--- src/rtl/cplx_pkg.sv ---
package cplx_pkg;

    typedef enum logic [1:0] {
        OP_CMUL   = 2'b00,
        OP_CMAC   = 2'b01,
        OP_BFLY   = 2'b10,
        OP_BFLY_Q = 2'b11
    } cplx_op_e;

endpackage

--- src/rtl/cplx_mul.sv ---
// Packed complex product: real part and imaginary part, each W bits wide.
module cplx_mul #(
    parameter int HW = 16,
    localparam int W = 2 * HW
) (
    input  logic [W-1:0] mul_a,
    input  logic [W-1:0] mul_b,
    output logic [W-1:0] prod_re,
    output logic [W-1:0] prod_im
);
    logic signed [HW-1:0] a_re, a_im, b_re, b_im;
    logic signed [W-1:0]  p_rr, p_ii, p_ri, p_ir;

    always_comb begin
        a_re = mul_a[W-1:HW];
        a_im = mul_a[HW-1:0];
        b_re = mul_b[W-1:HW];
        b_im = mul_b[HW-1:0];
        p_rr = W'(a_re) * W'(b_re);
        p_ii = W'(a_im) * W'(b_im);
        p_ri = W'(a_re) * W'(b_im);
        p_ir = W'(a_im) * W'(b_re);
        prod_re = p_rr - p_ii;
        prod_im = p_ri + p_ir;
    end
endmodule

--- src/rtl/cplx_bfly.sv ---
// Radix-2 butterfly of a packed source word against the two registers,
// after an arithmetic right shift of SHIFT bits on the register values.
module cplx_bfly #(
    parameter int HW    = 16,
    parameter int SHIFT = 0,
    localparam int W = 2 * HW
) (
    input  logic [W-1:0] bf_src,
    input  logic [W-1:0] reg_hi,
    input  logic [W-1:0] reg_lo,
    output logic [W-1:0] bf_hi,
    output logic [W-1:0] bf_lo
);
    logic [HW-1:0] term_re, term_im;
    logic [HW-1:0] src_re, src_im;

    always_comb begin
        term_re = HW'($signed(reg_hi) >>> SHIFT);
        term_im = HW'($signed(reg_lo) >>> SHIFT);
        src_re  = bf_src[W-1:HW];
        src_im  = bf_src[HW-1:0];
        bf_hi   = {src_re + term_re, src_im + term_im};
        bf_lo   = {src_re - term_re, src_im - term_im};
    end
endmodule

--- src/rtl/cplx_unit.sv ---
module cplx_unit #(
    parameter int HW = 16,
    localparam int W    = 2 * HW,
    localparam int FRAC = HW - 1
) (
    input  logic         clk,
    input  logic         rst_n,
    input  logic         start,
    input  logic [1:0]   op,
    input  logic [W-1:0] src_a,
    input  logic [W-1:0] src_b,
    output logic [W-1:0] acc_hi,
    output logic [W-1:0] acc_lo,
    output logic         done
);
    import cplx_pkg::*;

    typedef struct packed {
        logic [W-1:0] hi;
        logic [W-1:0] lo;
        logic         done;
    } unit_state_t;

    unit_state_t st_d, st_q;
    cplx_op_e    op_e;
    logic [W-1:0] prod_re, prod_im;
    logic [W-1:0] bf_hi [2];
    logic [W-1:0] bf_lo [2];

    assign op_e = cplx_op_e'(op);

    cplx_mul #(.HW(HW)) u_mul (
        .mul_a  (src_a),
        .mul_b  (src_b),
        .prod_re(prod_re),
        .prod_im(prod_im)
    );

    // Variant 0: plain butterfly; variant 1: Q15-scaled butterfly.
    for (genvar g = 0; g < 2; g++) begin : g_bfly
        cplx_bfly #(.HW(HW), .SHIFT(g * FRAC)) u_bfly (
            .bf_src(src_a),
            .reg_hi(st_q.hi),
            .reg_lo(st_q.lo),
            .bf_hi (bf_hi[g]),
            .bf_lo (bf_lo[g])
        );
    end

    always_comb begin
        st_d      = st_q;
        st_d.done = start;
        if (start) begin
            unique case (op_e)
                OP_CMUL: begin
                    st_d.hi = prod_re;
                    st_d.lo = prod_im;
                end
                OP_CMAC: begin
                    st_d.hi = st_q.hi + prod_re;
                    st_d.lo = st_q.lo + prod_im;
                end
                OP_BFLY: begin
                    st_d.hi = bf_hi[0];
                    st_d.lo = bf_lo[0];
                end
                OP_BFLY_Q: begin
                    st_d.hi = bf_hi[1];
                    st_d.lo = bf_lo[1];
                end
                default: ;
            endcase
        end
    end

    always_ff @(posedge clk or negedge rst_n) begin
        if (!rst_n) st_q <= '0;
        else        st_q <= st_d;
    end

    assign acc_hi = st_q.hi;
    assign acc_lo = st_q.lo;
    assign done   = st_q.done;
endmodule

--- config.mk ---
export PLATFORM = sky130hd
export DESIGN_NAME = cplx_unit
export DESIGN_NICKNAME = d
export VERILOG_FILES = /design/src/rtl/cplx_pkg.sv /design/src/rtl/cplx_mul.sv /design/src/rtl/cplx_bfly.sv /design/src/rtl/cplx_unit.sv
export SDC_FILE = /design/constraint.sdc
export NUM_CORES = 2
export LEC_CHECK = 0
export ABC_AREA = 0
export BUFFER_PORTS_ARGS = -buffer_cell sky130_fd_sc_hd__buf_4
export CAP_MARGIN = 20
export CORE_MARGIN = 2
export CORE_UTILIZATION = 44
export DETAILED_ROUTE_END_ITERATION = 8
export GPL_ROUTABILITY_DRIVEN = 0
export SLEW_MARGIN = 40
export SYNTH_ARGS = -nofsm -noshare
export SYNTH_HDL_FRONTEND = slang
export SYNTH_HIERARCHICAL = 1
export SYNTH_SLANG_ARGS = --single-unit
--- constraint.sdc ---
create_clock -name clk -period 4.8 [get_ports clk]
set_input_delay 0 -clock clk [delete_from_list [all_inputs] [get_ports clk]]
set_output_delay 0 -clock clk [all_outputs]
set_load 0.02 [all_outputs]
# Yosys cells after proc, flatten, opt, wreduce, memory -nomap -nowiden
# Index checks and enable logic that the tools add are counted.
dict set report word_totals {
  elab_cells 24
  out_inout_bits 65
  ff_bits 65
}
dict set report classes {
  mul 4
  n_addsub 12
  reduce_logical 1
  mux 1
  n_eq_ne 3
}
# operator count
set ops {}
lappend ops {{$pmux 64 s4} 1}
lappend ops {{$mul 16x16->32} 4}
lappend ops {{$add 32x32->32} 3}
lappend ops {{$add 16x16->16} 4}
lappend ops {{$sub 16x16->16} 4}
lappend ops {{$sub 32x32->32} 1}
lappend ops {{$eq 2x2->1 const B} 2}
lappend ops {{$eq 2x1->1 const B} 1}
lappend ops {{$logic_not 2->1} 1}

# Longest topological paths before layout
dict set report logic_depth {
  ltp_word 4
  ltp_mapped 37
  depth_no_buf 35
}

# By module
# Netlist, hierarchy kept.
# module instances cells_each area_each_um2 seq_area_each_um2
set modules_own_cells {}
lappend modules_own_cells {cplx_mul 1 4282 39723.1 0.0}
lappend modules_own_cells {cplx_unit 1 751 7166.9 1626.6}
lappend modules_own_cells {cplx_bfly 2 471 3195.6 0.0}

# Worst setup path after synthesis
# Ideal clock, no wire load.
dict set report synth_timing {
  kind {input to register}
  from {in src_a[15]}
  to {reg st_q, in the netlist acc_hi[30]}
  stages 34
  setup_time_ns 0.138
  t_arrival_ns 8.468
  slack_ns -3.806
  path_cell_list {clkbuf_1 clkbuf_1 nand2_1 inv_1 fa_1 inv_1 fa_1 inv_1 fa_1 inv_1 fa_1 fa_1 fa_1 fa_1 inv_1 fa_1 inv_1 ha_1 a21oi_1 nor2_1 a211oi_1 o22ai_2 or4_4 nand3_1 xnor2_1 ha_1 clkbuf_1 and3_1 a311oi_1 o21ai_0 a221o_1 a21oi_1 xor2_1 a22oi_1}
}
dict set report synth_between {
  elab_chain_cells 4
}
# element line
set synth_rtl {}
lappend synth_rtl {{from (decl)} cplx_unit.sv:10} ;# input logic [W-1:0] src_a,
lappend synth_rtl {{$mul 16x16->32} cplx_mul.sv:20} ;# p_ii = W'(a_im) * W'(b_im);
lappend synth_rtl {{$sub 32x32->32} cplx_mul.sv:23} ;# prod_re = p_rr - p_ii;
lappend synth_rtl {{named net prod_re[24]} cplx_unit.sv:26} ;# logic [W-1:0] prod_re, prod_im;
lappend synth_rtl {{$add 32x32->32} cplx_unit.sv:60} ;# st_d.hi = st_q.hi + prod_re;
lappend synth_rtl {{$pmux 64 s4} cplx_unit.sv:54} ;# unique case (op_e)
lappend synth_rtl {{to (signal assigned)} cplx_unit.sv:78} ;# else st_q <= st_d;
lappend synth_rtl {{to (decl)} cplx_unit.sv:24} ;# unit_state_t st_d, st_q;
# The timed path passes the listed nets, and every way through them passes these cells.
# A chain may end at the register's enable or synchronous reset.

# Worst setup path in the final report
dict set report layout_timing {
  from {in src_a[9]}
  to {reg st_q, in the netlist acc_lo[27]}
}
dict set report layout_between {
  elab_chain_cells 4
}
# element line
set layout_rtl {}
lappend layout_rtl {{$mul 16x16->32} cplx_mul.sv:22} ;# p_ir = W'(a_im) * W'(b_re);
lappend layout_rtl {{$add 32x32->32} cplx_mul.sv:24} ;# prod_im = p_ri + p_ir;
lappend layout_rtl {{named net prod_im[20]} cplx_unit.sv:26}
lappend layout_rtl {{$add 32x32->32} cplx_unit.sv:61} ;# st_d.lo = st_q.lo + prod_im;
lappend layout_rtl {{$pmux 64 s4} cplx_unit.sv:54}
# The timed path passes the listed nets, and every way through them passes these cells.

==> flow_summary.yaml <==
timing:
  worstMarginPinSlew_ns: 0.798
  period_minus_slack_ns: 8.06
  max_freq_ghz: 0.124
  rsz0062_at_grt: "true"
  fin_worst_skew_ns: 0.0154
  finalCritPeriodShare_pct: 168
  setup_viol: 56
  slew_headroom_pct: 46.8
  hold_viol_final: 0
  setup_slack_ns: -3.26
  finalSetupTns_ns: -135.60
  slew_viol_final: 0
clocking:
  clkSinkCount: 65
  cts_buffers: 9
  clockBufferDepth: 2
  cts.reportedPaths.clkPinSlew_ns: 0.07
  cts_tree: "built"
  cts-root-buf: "clkbuf_16"
  htree_levels: 3
  clk_latency_ns: 0.39
synth:
  synthFlopType: "dfrtp_1"
  synth_cell_types: 93
  synth-edff-count: 0
  syn_nets: 7692
  synth_top_cell_by_area: "fa_1"
  netlist.area_leader.share_pct: 43.5
  synth_area_per_cell_um2: 8.92
  syn_area_mm2: 0.0533
  yosysWarningCount: 6
  seq_area_frac_synth_pct: 3.05
  syn_inst: 5975
  synth_commonest_cells: "inv_1 (1435), fa_1 (1159), nand2_1 (602)"
  yosysMostFrequentCell: "inv_1"
  async_flop_share_pct: 100
  yosys-top-cells-area: "fa_1 (44%), ha_1 (11%), inv_1 (10%)"
  synth-seq-cells: 65
cells_and_area:
  nNetsFinal: 8452
  multi_input_area_mm2: 0.0485
  final_core_util_pct: 56.3
  fill_cells: 10600
  final_cells: 8354
  synthToLayoutAreaGrowth_pct: 26.7
  drive_above_1_share_pct: 24.7
  seqCellArea_mm2: 0.00163
setup_path:
  rrSetupSlack_ns: 1.07
  crit_arrival_ns: 8.32
  critical_path.startpoint: "src_a[9]"
  slowest_stage: "fa_1"
  critPathRequiredTime_ns: 5.06
  path_class: "in2reg"
  cpPeakStageDelay_ns: 0.58
  end_kind: "flop"
  timing.rr.start: "acc_lo[0]"
  worst-path-max-fanout: 7
  startpoint_type: "input port"
  cpMostUsedCell: "fa_1"
  crit_end: "acc_lo[27]"
  r2r_cells: 14
  crit-reg2reg-capture: "acc_lo[30]"
floorplan:
  fp.dieW_um: 352
  fp.dieH_um: 352
  initial_core_util_pct: 44.4
  coreArea_mm2: 0.120
  dieArea_mm2: 0.124
  rows: 127
  ioPinCount: 134
placement:
  dp.cells: 8172
  port_buffers: 133
  dp_hpwl_um: 145000
route:
  drc: 0
  dr.pass1.iters: 6
  ant_nets: 0
  wl_per_cell_um: 21.2
  drtIter0Drc: 3297
  routed_wl_um: 177000
  via_count: 43800
  via_per_inst: 5.24
global_route:
  grt_pass1_vias: 46800
  grt_start_max_net_pins: 57
  grt_overflow: 0
  grt.total_usage_pct: 28.9
  grt_pass1_wl_um: 275000
  antenna_found_initial: 3
worst_hold_path:
  hold_path.class: "in2async"
status:
  status: "complete, but fails checks"
  violations: "setup timing"
job:
  drv_cap: 0
## worst min-delay path by stage
stage	start	endpoint	slack, ns	depth (start not counted)
global placement	rst_n	acc_lo[12]	-0.08	1
floorplan	rst_n	acc_hi[0]	-0.30	0
global route	rst_n	acc_lo[11]	0.09	2
finish	rst_n	acc_lo[11]	0.04	2
CTS	rst_n	acc_lo[11]	0.04	2
detailed placement	rst_n	acc_lo[12]	-0.09	1
## per-stage QoR
stage               setup WS [ns]  hold WS [ns]  cell area, um^2
finish                      -3.26        0.0422            67500
global route                -3.56        0.0940            67500
floorplan                   -3.24        -0.296            54600
global placement            -3.90       -0.0847            62000
detailed placement          -4.06       -0.0856            62000
CTS                         -3.26        0.0435            65500
## registers in the layout, summed over array words and instances, names as in the netlist
| register | cells |
|---|---|
| acc_hi | 32 |
| acc_lo | 32 |
| done | 1 |
## cell families after synthesis
kind of cell               after synthesis  share of synthesized area (%)
buffers and inverters                 1714                           12.2
adders and majority gates             1648                           55.0
and+or+nand+nor                       1547                           14.4
AOI/OAI and AO/OA                      647                           8.12
xor gates and xnor gates               250                           4.14
muxes                                  104                           2.99
DFF                                     65                           3.05
## critical path, delay by kind of cell
kind	cells	cell delay [ns]
simple gates	4	0.44
fa+ha+maj	10	4.57
xor+xnor	2	0.38
buf+inv	8	0.67
mux	2	0.71
compound gates	8	1.50
## area by class of cell
class,instances,share of cell area [%]
diodes,2,0.00741
clock inverters,2,0.0519
inverters,1436,8.00
well taps,1612,2.99
multi-input cells,4196,71.8
flip-flops and latches,65,2.41
repair buffers,1027,14.3
clock buffers,14,0.406
## cell usage in the layout (no fill, tap or decap), types with 19 or more instances in the layout
| master | n |
|---|---|
| inv_1 | 1375 |
| fa_1 | 1115 |
| buf_4 | 783 |
| nand2_1 | 563 |
| and2_1 | 437 |
| ha_1 | 405 |
| nor2_1 | 179 |
| xnor2_1 | 170 |
| a21oi_1 | 135 |
| buf_6 | 130 |
| ha_4 | 78 |
| a21o_1 | 74 |
| o21ai_0 | 70 |
| buf_12 | 68 |
| dfrtp_1 | 65 |
| inv_2 | 57 |
| a21oi_2 | 45 |
| fa_2 | 44 |
| nor2b_1 | 41 |
| and2_4 | 41 |
| nand2b_1 | 40 |
| mux4_2 | 39 |
| nand3_1 | 36 |
| mux2_2 | 34 |
| o21bai_1 | 34 |
| xor2_1 | 33 |
| or3_1 | 24 |
| nand2_2 | 22 |
| nand4_1 | 22 |
| buf_8 | 21 |
| a211oi_1 | 20 |
| o21ai_2 | 20 |
| a31oi_1 | 20 |
| xnor2_2 | 19 |
| o211ai_1 | 19 |
| nor3_1 | 19 |
## per-layer routing
| metal | vias up | track usage (%) | wire (um) |
|---|---|---|---|
| met2 | 1482 | 47.1 | 82800 |
| met3 | 336 | 3.17 | 10800 |
| li1 | 19600 | - | - |
| met4 | 2 | 10.9 | 8710 |
| met1 | 22300 | 39.6 | 74800 |
| met5 | - | 0 | 9 |
## repair_timing
action	4_1_cts	5_1_grt
endpoints found under the setup margin	57	57
gates resized for setup	467	298
setup buffers	92	83
hold buffers	2	0
cloned	10	2
endpoints found under the hold margin	20	0
pin swaps	238	320
Power is left out: the tool's default activity adds up to more than one toggle a clock period on the data nets, which glitch-free logic cannot reach.
